--- config.mk ---
export PLATFORM = sky130hd
export DESIGN_NAME = pdt_timer
export DESIGN_NICKNAME = d
export VERILOG_FILES = /design/src/rtl/pdt_pkg.sv /design/src/rtl/pdt_prescaler.sv /design/src/rtl/pdt_units.sv /design/src/rtl/pdt_irq_out.sv /design/src/rtl/pdt_timer.sv
export SDC_FILE = /design/constraint.sdc
export NUM_CORES = 1
export LEC_CHECK = 0
export BUFFER_PORTS_ARGS = -buffer_cell sky130_fd_sc_hd__clkbuf_2
export CORE_MARGIN = 3
export CORE_UTILIZATION = 62
export CTS_CLUSTER_SIZE = 8
export DETAILED_ROUTE_END_ITERATION = 7
export PLACE_DENSITY = 0.82
export SLEW_MARGIN = 30
export SYNTH_ARGS = -nofsm -noshare
export SYNTH_HDL_FRONTEND = slang
export SYNTH_SLANG_ARGS = --single-unit
--- constraint.sdc ---
create_clock -name clk -period 3.2 [get_ports clk]
set_input_delay 0 -clock clk [delete_from_list [all_inputs] [get_ports clk]]
set_output_delay 0 -clock clk [all_outputs]
set_load 0.005 [all_outputs]
--- src/rtl/pdt_pkg.sv ---
package pdt_pkg;

    localparam int CFG_W   = 7;
    localparam int UNITS_W = 5;

    typedef struct packed {
        logic       act_high;
        logic       pulse;
        logic       irq_en;
        logic [1:0] sel;
        logic       test;
        logic       en;
    } pdt_cfg_t;

    // Interval select to unit count: 16 >> sel gives 16, 8, 4, 2
    function automatic logic [UNITS_W-1:0] units_for_sel(input logic [1:0] s);
        return UNITS_W'(16) >> s;
    endfunction

    function automatic logic drive_pin(input logic active, input logic high);
        return high ? active : ~active;
    endfunction

endpackage

--- src/rtl/pdt_prescaler.sv ---
module pdt_prescaler #(
    parameter int UNIT_CLKS = 32000000,
    parameter int TEST_CLKS = 32
) (
    input  logic clk,
    input  logic rst,
    input  logic run,
    input  logic clr,
    input  logic test,
    output logic tick
);
    localparam int W = (UNIT_CLKS > 2) ? $clog2(UNIT_CLKS) : 1;
    localparam logic [W-1:0] LIM_NORM = W'(UNIT_CLKS - 1);
    localparam logic [W-1:0] LIM_TEST = W'(TEST_CLKS - 1);

    logic [W-1:0] cnt;
    logic [W-1:0] lim;

    assign lim  = test ? LIM_TEST : LIM_NORM;
    assign tick = run && !clr && (cnt == lim);

    always_ff @(posedge clk) begin
        if (rst || clr || !run) begin
            cnt <= '0;
        end else if (cnt == lim) begin
            cnt <= '0;
        end else begin
            cnt <= cnt + 1'b1;
        end
    end
endmodule

--- src/rtl/pdt_units.sv ---
module pdt_units
    import pdt_pkg::*;
(
    input  logic       clk,
    input  logic       rst,
    input  logic       run,
    input  logic       clr,
    input  logic       tick,
    input  logic [1:0] sel,
    output logic       expire
);
    logic [UNITS_W-1:0] cnt;
    logic [UNITS_W-1:0] last;

    assign last   = units_for_sel(sel) - 1'b1;
    assign expire = run && !clr && tick && (cnt == last);

    always_ff @(posedge clk) begin
        if (rst || clr || !run) begin
            cnt <= '0;
        end else if (tick) begin
            if (cnt == last) cnt <= '0;
            else             cnt <= cnt + 1'b1;
        end
    end
endmodule

--- src/rtl/pdt_irq_out.sv ---
module pdt_irq_out
    import pdt_pkg::*;
#(
    parameter int PULSE_LEN = 2
) (
    input  logic      clk,
    input  logic      rst,
    input  logic      event_in,
    input  logic      irq_clr,
    input  pdt_cfg_t  cfg,
    output logic      irq_sts,
    output logic      irq_act,
    output logic      irq_pin
);
    localparam int PW = $clog2(PULSE_LEN + 1);

    logic [PW-1:0] pcnt;

    always_ff @(posedge clk) begin
        if (rst) begin
            irq_sts <= 1'b0;
        end else if (event_in) begin
            irq_sts <= 1'b1;
        end else if (irq_clr) begin
            irq_sts <= 1'b0;
        end
    end

    always_ff @(posedge clk) begin
        if (rst) begin
            pcnt <= '0;
        end else if (event_in && cfg.irq_en) begin
            pcnt <= PW'(PULSE_LEN);
        end else if (pcnt != '0) begin
            pcnt <= pcnt - 1'b1;
        end
    end

    always_comb begin
        if (cfg.pulse) irq_act = (pcnt != '0);
        else           irq_act = irq_sts && cfg.irq_en;
    end

    assign irq_pin = drive_pin(irq_act, cfg.act_high);
endmodule

--- src/rtl/pdt_timer.sv ---
module pdt_timer
    import pdt_pkg::*;
#(
    parameter int UNIT_CLKS = 32000000,
    parameter int TEST_CLKS = 32,
    parameter int PULSE_LEN = 2
) (
    input  logic             clk,
    input  logic             rst,
    input  logic             cfg_we,
    input  logic [CFG_W-1:0] cfg_wdata,
    input  logic             sts_clr,
    input  logic             irq_clr,
    input  logic             restart,
    output logic             timeout_sts,
    output logic             irq_sts,
    output logic             irq_pin
);
    pdt_cfg_t cfg_q;
    logic     cnt_clr;
    logic     unit_tick;
    logic     expire;
    logic     irq_act;

    assign cnt_clr = restart || cfg_we;

    always_ff @(posedge clk) begin
        if (rst)         cfg_q <= '0;
        else if (cfg_we) cfg_q <= pdt_cfg_t'(cfg_wdata);
    end

    always_ff @(posedge clk) begin
        if (rst)          timeout_sts <= 1'b0;
        else if (expire)  timeout_sts <= 1'b1;
        else if (sts_clr) timeout_sts <= 1'b0;
    end

    pdt_prescaler #(
        .UNIT_CLKS (UNIT_CLKS),
        .TEST_CLKS (TEST_CLKS)
    ) u_pre (
        .clk  (clk),
        .rst  (rst),
        .run  (cfg_q.en),
        .clr  (cnt_clr),
        .test (cfg_q.test),
        .tick (unit_tick)
    );

    pdt_units u_units (
        .clk    (clk),
        .rst    (rst),
        .run    (cfg_q.en),
        .clr    (cnt_clr),
        .tick   (unit_tick),
        .sel    (cfg_q.sel),
        .expire (expire)
    );

    pdt_irq_out #(
        .PULSE_LEN (PULSE_LEN)
    ) u_irq (
        .clk      (clk),
        .rst      (rst),
        .event_in (expire),
        .irq_clr  (irq_clr),
        .cfg      (cfg_q),
        .irq_sts  (irq_sts),
        .irq_act  (irq_act),
        .irq_pin  (irq_pin)
    );
endmodule

==> flow_summary.ini, run 1 <==
[synth]
synth_edf_count = 0
yosys.area_share.adder_pct = 1.32
ys_types = 36
synth_xor_area_share_pct = 12.1
synthSimpleGateAreaFrac_pct = 32.2
ys_warn_count = 0
netlist_instances = 207
synthArstFlopShare_pct = 0
synthMuxAreaShare_pct = 4.24
ys.flop_type = dfxtp_1
synth.cell_area_um2 = 1890
syn_avg_cell_area_um2 = 9.13
synth_top_family_by_area = simple AND/OR/NAND/NOR gates
syn-num-nets = 222
ys_ff_latch = 41
synth_compound_area_share_pct = 4.44
ys_seq_area_share_pct = 43.4

[setup_path]
crit_path_max_incr_delay_ns = 0.58
critPathArrivalTime_ns = 2.69
worstPathRequired_ns = 3.52
cp-end-kind = flip-flop
slowest_stage = dlygate4sd3_1
cp_cell_sequence = xor2_1, nand4b_1, a311oi_2, nand4_1, a21oi_1, dlygate4sd3_1
start_kind = flip-flop
crit_fanout = 7
critPathKind = flip-flop to flip-flop

[die]
design.die.area_um2 = 3750
die_h_um = 61.2
fp.coreArea_um2 = 2830
ios = 16
rows = 19
die_x_um = 61.2
start_util_pct = 66.8

[detailed_routing]
avgViaCountPerCell = 5.86
ant_nets = 0
wl_met3_um = 203
dr_wl_met2_um = 2120
wl_um = 4350
wl_per_cell_um = 15.6
routed-via-count = 1628
met1_length_um = 1900
drc = 0
drtIter0Drc = 93
drt_pass1_iterations = 4
top_layer_used = met4

[power]
power.density_nw_per_um2 = 374
p_leak_nw = 0.802
ir_worst_vdd_mv = 0.381
power_mw = 0.842

[clock_tree]
cts_setup_buffers = 0
cts_sinks = 41
tritoncts = done
cts_resized = 0
cts_htree_levels = 2
root_buffer = clkbuf_4
ctsHoldBuffers = 22
clk_pin_slew_ns = 0.13
clockBufferDepth = 2
cts-buffers-inserted = 5
clk_latency_ns = 0.38

[grt]
grt_pass1_wl_um = 7140
track_usage_pct = 26.7
grt-ovfl-total = 0
grt_max_degree = 25
antenna_found_initial = 0
grt_pass1_vias = 1551

[timing]
fmax_mhz = 422
finClkSkew_ns = 0.0291
final.min_clock_period_ns = 2.37
period_share_pct = 74.0
hold_viol = 0
fin_tns_setup_ns = 0
final_max_slew_viol_count = 0
tightest_slew_ns = 0.613
slew_headroom_pct = 58.8
setup_viol = 0
rsz0062_at_grt = no

[cells_and_area]
fin_cells = 278
antenna_cells = 0
nets = 261
syn_to_final_growth_pct = 19.1
drive_above_1_share_pct = 13.4

[run]
cap_violations = 0

[outcome]
outcome = completed

[placed_design]
dp_hpwl_um = 2510
dpl.cell_count = 248
io_buffers = 15
place.gp.congestion = 0.845

[min_path]
hold_class = primary input to flip-flop
-- cells in the final DEF (no fill, tap or decap), types with 2 or more instances in the layout --
master / instances
nor2_1: 41
dfxtp_1: 41
dlygate4sd3_1: 22
xnor2_1: 18
clkbuf_2: 15
nand2_1: 12
nand3_1: 11
mux2i_1: 8
xor2_1: 8
a21oi_1: 7
clkbuf_4: 5
nand2b_1: 4
nand4b_1: 4
nor4_1: 4
nor3_1: 4
nand4_1: 4
or3_1: 4
and3_1: 4
nor3b_1: 4
and4_1: 3
inv_1: 3
nand3_2: 2
nor4_4: 2
nor2_2: 2
ha_1: 2
clkinv_4: 2
-- state kept, by name, indices dropped and copies added, names as in the netlist --
name,count
u_irq.irq_sts,1
timeout_sts,1
cfg_q,7
u_pre.cnt,25
u_irq.pcnt,2
u_units.cnt,5
-- worst paths after layout --
kind,startpoint,depth (start not counted),end,slack (ns)
setup reg to reg,u_units.cnt[3]$_SDFFE_PP0P_,6,u_irq.pcnt[1]$_SDFFE_PP0P_,0.83
hold / removal,cfg_we,4,u_units.cnt[1]$_SDFFE_PP0P_,0.41
hold reg to reg,u_pre.cnt[0]$_SDFF_PP0_,1,u_pre.cnt[0]$_SDFF_PP0_,0.48
setup / recovery,u_units.cnt[3]$_SDFFE_PP0P_,6,u_irq.pcnt[1]$_SDFFE_PP0P_,0.83
-- report_power, final --
| group | total, mW | switching (mW) | internal, mW |
|---|---|---|---|
| Clock | 0.269 | 0.182 | 0.0870 |
| Combinational | 0.0527 | 0.0221 | 0.0306 |
| Sequential | 0.520 | 0.00473 | 0.516 |
| Total | 0.842 | 0.209 | 0.633 |
-- kinds of logic (layout without fill, tap and decap cells) --
family,Yosys count,after routing
flip-flops,41,41
AND/OR/NAND/NOR,110,110
multiplexers,8,8
XOR/XNOR,26,26
adder cells (fa/ha/maj),2,2
AO/OA/AOI/OAI,12,12
buffers and inverters,8,48
-- cell usage after synthesis, types with 2 or more instances --
cell,instances,area (um2)
a21oi_1,7,35.0
and3_1,4,25.0
and4_1,3,26.3
buf_2,2,10.0
dfxtp_1,41,821
ha_1,2,25.0
inv_1,3,11.3
mux2i_1,8,80.1
nand2_1,12,45.0
nand2b_1,4,25.0
nand3_1,11,55.1
nand3_2,2,20.0
nand4_1,4,25.0
nand4b_1,4,35.0
nor2_1,41,154
nor2_2,2,12.5
nor3_1,4,20.0
nor3b_1,4,30.0
nor4_1,4,25.0
nor4_4,2,42.5
or3_1,4,25.0
xnor2_1,18,158
xor2_1,8,70.1
-- stage by stage --
step	utilization (%)	cell area, um2	worst slack (ns)	hold slack, ns
floorplan	-	1890	1.54	0.147
CTS	79.6	2250	0.979	0.338
global route	79.6	2250	0.711	0.421
finish	79.6	2250	0.833	0.406
global placement	69.7	1970	1.39	0.238
detailed placement	69.7	1970	1.33	0.245
-- layer usage --
layer  vias up  track usage (%)
li1        795                -
met1       768             31.1
met2        51             43.1
met3        14             9.22
met4         0             13.9
met5         -                0
-- area by class of cell --
cell class,count,area (um2)
Tap cell,31,38.8
Timing Repair Buffer,37,295
Fill cell,170,578
Clock buffer,5,37.5
Sequential cell,41,821
Clock inverter,3,22.5
Multi-Input combinational cell,158,1020
Inverter,3,11.3
-- worst max-delay path: cells and delay by family (launching register included) --
family | cells | cell delay [ns]
AOI/OAI and AO/OA | 2 | 0.70
xor gates and xnor gates | 1 | 0.23
buffers and inverters | 1 | 0.58
DFF | 1 | 0.44
and+or+nand+nor | 2 | 0.37
No activity file was read; power rests on OpenSTA's default activity.
==> run 2, diff against run 1 <==
--- a/config.mk
+++ b/config.mk
@@ -5,12 +5,13 @@
 export SDC_FILE = /design/constraint.sdc
 export NUM_CORES = 1
 export LEC_CHECK = 0
+export ABC_AREA = 1
 export BUFFER_PORTS_ARGS = -buffer_cell sky130_fd_sc_hd__clkbuf_2
 export CORE_MARGIN = 3
-export CORE_UTILIZATION = 62
+export CORE_UTILIZATION = 53
 export CTS_CLUSTER_SIZE = 8
 export DETAILED_ROUTE_END_ITERATION = 7
-export PLACE_DENSITY = 0.82
+export PLACE_DENSITY = 0.74
 export SLEW_MARGIN = 30
 export SYNTH_ARGS = -nofsm -noshare
 export SYNTH_HDL_FRONTEND = slang
==> constraint.sdc (replaced) <==
create_clock -name clk -period 2.13 [get_ports clk]
set_input_delay 0 -clock clk [delete_from_list [all_inputs] [get_ports clk]]
set_output_delay 0 -clock clk [all_outputs]
set_load 0.005 [all_outputs]
==> run 2 against run 1 <==
Effect of this change:
- area after synthesis grew 15%
- die area rose by 31%
- non-clock buffer count fell by 12
- worst hold slack got worse by 0.40 ns
- cell area is 10% higher
- global-route usage fell by 6.9 points
- sequential share of layout area shrank 3.5 points
- wire length increased by 7.2%
- synthesized cell count increased by 46%
- worst setup slack lost 0.56 ns
- via count up 19%
- clock skew shrank 0.023 ns
- largest cell class unchanged
==> flow_summary.ini, run 2 <==
[power]
p_leak_nw = 0.969
p_sw_mw = 0.308
ir_worst_vdd_mv = 0.628
comb_power_share_pct = 4.6
seqPwrFrac_pct = 55.6
p_clk_share_pct = 39.9
swShare_pct = 21.9
power.density_nw_per_um2 = 566
internal_power_mw = 1.10

[timing]
slew_headroom_pct = 78.2
rsz0062_at_grt = no
tightest_slew_ns = 0.326
setup_viol = 0
final_max_slew_viol_count = 0
period_share_pct = 87.4
fmax_mhz = 537
finClkSkew_ns = 0.00614
final.min_clock_period_ns = 1.86
fin_tns_setup_ns = 0
hold_viol = 0

[die]
die_h_um = 69.9
start_util_pct = 57.0
die_x_um = 69.9
design.die.area_um2 = 4890
rows = 22
ios = 16
fp.coreArea_um2 = 3800

[synth]
synth_edf_count = 0
synthArstFlopShare_pct = 0
synth.area.top_cells = dfxtp_1 38%, nand2_1 11%, nor2_1 11%
ys_seq_area_share_pct = 37.9
ys_types = 30
synth.cell_area_um2 = 2170
ys_ff_latch = 41
ys.flop_type = dfxtp_1
synth_area_leader_cell = dfxtp_1
syn_avg_cell_area_um2 = 7.15
netlist_top_cells_count = 61 x nand2_1, 61 x nor2_1, 41 x dfxtp_1, 27 x inv_1, 21 x a21oi_1
ys_warn_count = 0
synth_top_area_share_pct = 37.9
netlist_instances = 303
syn-num-nets = 318

[clock_tree]
clockBufferDepth = 2
clk_latency_ns = 0.30
ctsHoldBuffers = 9
cts_sinks = 41
tritoncts = done
root_buffer = clkbuf_8
cts_resized = 0
cts-buffers-inserted = 5
cts_setup_buffers = 0
cts_htree_levels = 2
clk_pin_slew_ns = 0.08

[grt]
grt-ovfl-total = 0
grt_pass1_wl_um = 7870
grt_pass1_vias = 1792
grt_max_degree = 16
track_usage_pct = 19.7
antenna_found_initial = 0

[cells_and_area]
syn_to_final_growth_pct = 14.7
top_regs = u_pre.cnt: 25 flops, cfg_q: 7 flops, u_units.cnt: 5 flops
fillers = 324
top_register = u_pre.cnt
drive_above_1_share_pct = 18.0
post-route-util_pct = 65.4
nets = 348
largest_register_ffs = 25
antenna_cells = 0
layout_common_cells = 61 x nor2_1, 61 x nand2_1, 41 x dfxtp_1

[setup_path]
start_kind = flip-flop
cp-end-kind = flip-flop
crit_fanout = 15
critPathKind = flip-flop to flip-flop
critPathArrivalTime_ns = 2.05
worstPathRequired_ns = 2.32

[min_path]
hold_class = primary input to flip-flop

[detailed_routing]
wl_um = 4660
drtIter0Drc = 125
avgViaCountPerCell = 5.08
ant_nets = 0
routed-via-count = 1939
wl_per_cell_um = 12.2
drt_pass1_iterations = 4
drc = 0

[placed_design]
place.gp.congestion = 0.855
dp_hpwl_um = 3360
io_buffers = 15

[outcome]
outcome = completed

[run]
cap_violations = 0
run 2: layer usage:
metal  track usage, %  up-vias  routed length [um]  part of all wire [%]
li1                 -     1025                   -                     -
met1             26.6      868                2290                    49
met2             30.5       35                2140                    46
met3             4.46       11                 147                   3.2
met4             7.66        0                  84                   1.8
met5                0        -                   0                     0
run 2: power groups by stage:
| stage | logic, mW | clock network (mW) | registers [mW] |
|---|---|---|---|
| global route | 0.0719 | 0.592 | 0.782 |
| detailed placement | 0.0488 | 0 | 0.799 |
| CTS | 0.0620 | 0.564 | 0.781 |
| finish | 0.0645 | 0.561 | 0.781 |
| global placement | 0.0484 | 0 | 0.799 |
| floorplan | 0.0272 | 0 | 0.798 |
run 2: critical path, cell delays in order (launching register included):
cell     delay [ns]
dfxtp_1        0.40
ha_1           0.21
nand2_2        0.10
inv_2          0.10
nand2_4        0.08
nor2_1         0.10
nand3_1        0.12
nand2_1        0.28
buf_4          0.29
nor2_1         0.07
run 2: per-stage QoR:
step	worst slack [ns]	instance area (um2)	hold WS (ns)	std cells	power (mW)
floorplan	0.622	2170	0.0691	303	0.825
global placement	0.386	2290	0.227	365	0.847
detailed placement	0.305	2290	0.240	365	0.848
CTS	0.270	2490	0.000342	382	1.41
global route	0.0801	2490	0.0145	382	1.45
finish	0.269	2490	0.00692	382	1.41
run 2: logic make-up after synthesis:
group | after synthesis | share of synthesized area, %
adders and majority gates | 2 | 1.15
buffers and inverters | 36 | 6.64
AOI/OAI and AO/OA | 38 | 9.64
xor gates and xnor gates | 8 | 3.23
DFF | 41 | 37.9
and+or+nand+nor | 178 | 41.5
run 2: cell type report:
cell class / instances / area (um2) / area share (%)
Multi-Input combinational cell: 226 / 1200 / 48.4
Clock inverter: 1 / 5.00 / 0.201
Timing Repair Buffer: 25 / 173 / 6.95
Tap cell: 48 / 60.1 / 2.42
Inverter: 34 / 129 / 5.18
Sequential cell: 41 / 821 / 33.0
Clock buffer: 7 / 96.3 / 3.88
run 2: worst paths after layout:
kind	start	endpoint	slack (ns)	depth (start not counted)
setup / recovery	u_pre.cnt[0]$_SDFF_PP0_	u_pre.cnt[12]$_SDFF_PP0_	0.27	9
hold / removal	sts_clr	timeout_sts$_SDFFE_PP0P_	0.007	4
setup reg to reg	u_pre.cnt[0]$_SDFF_PP0_	u_pre.cnt[12]$_SDFF_PP0_	0.27	9
hold reg to reg	u_units.cnt[2]$_SDFFE_PP0P_	u_units.cnt[2]$_SDFFE_PP0P_	0.49	2
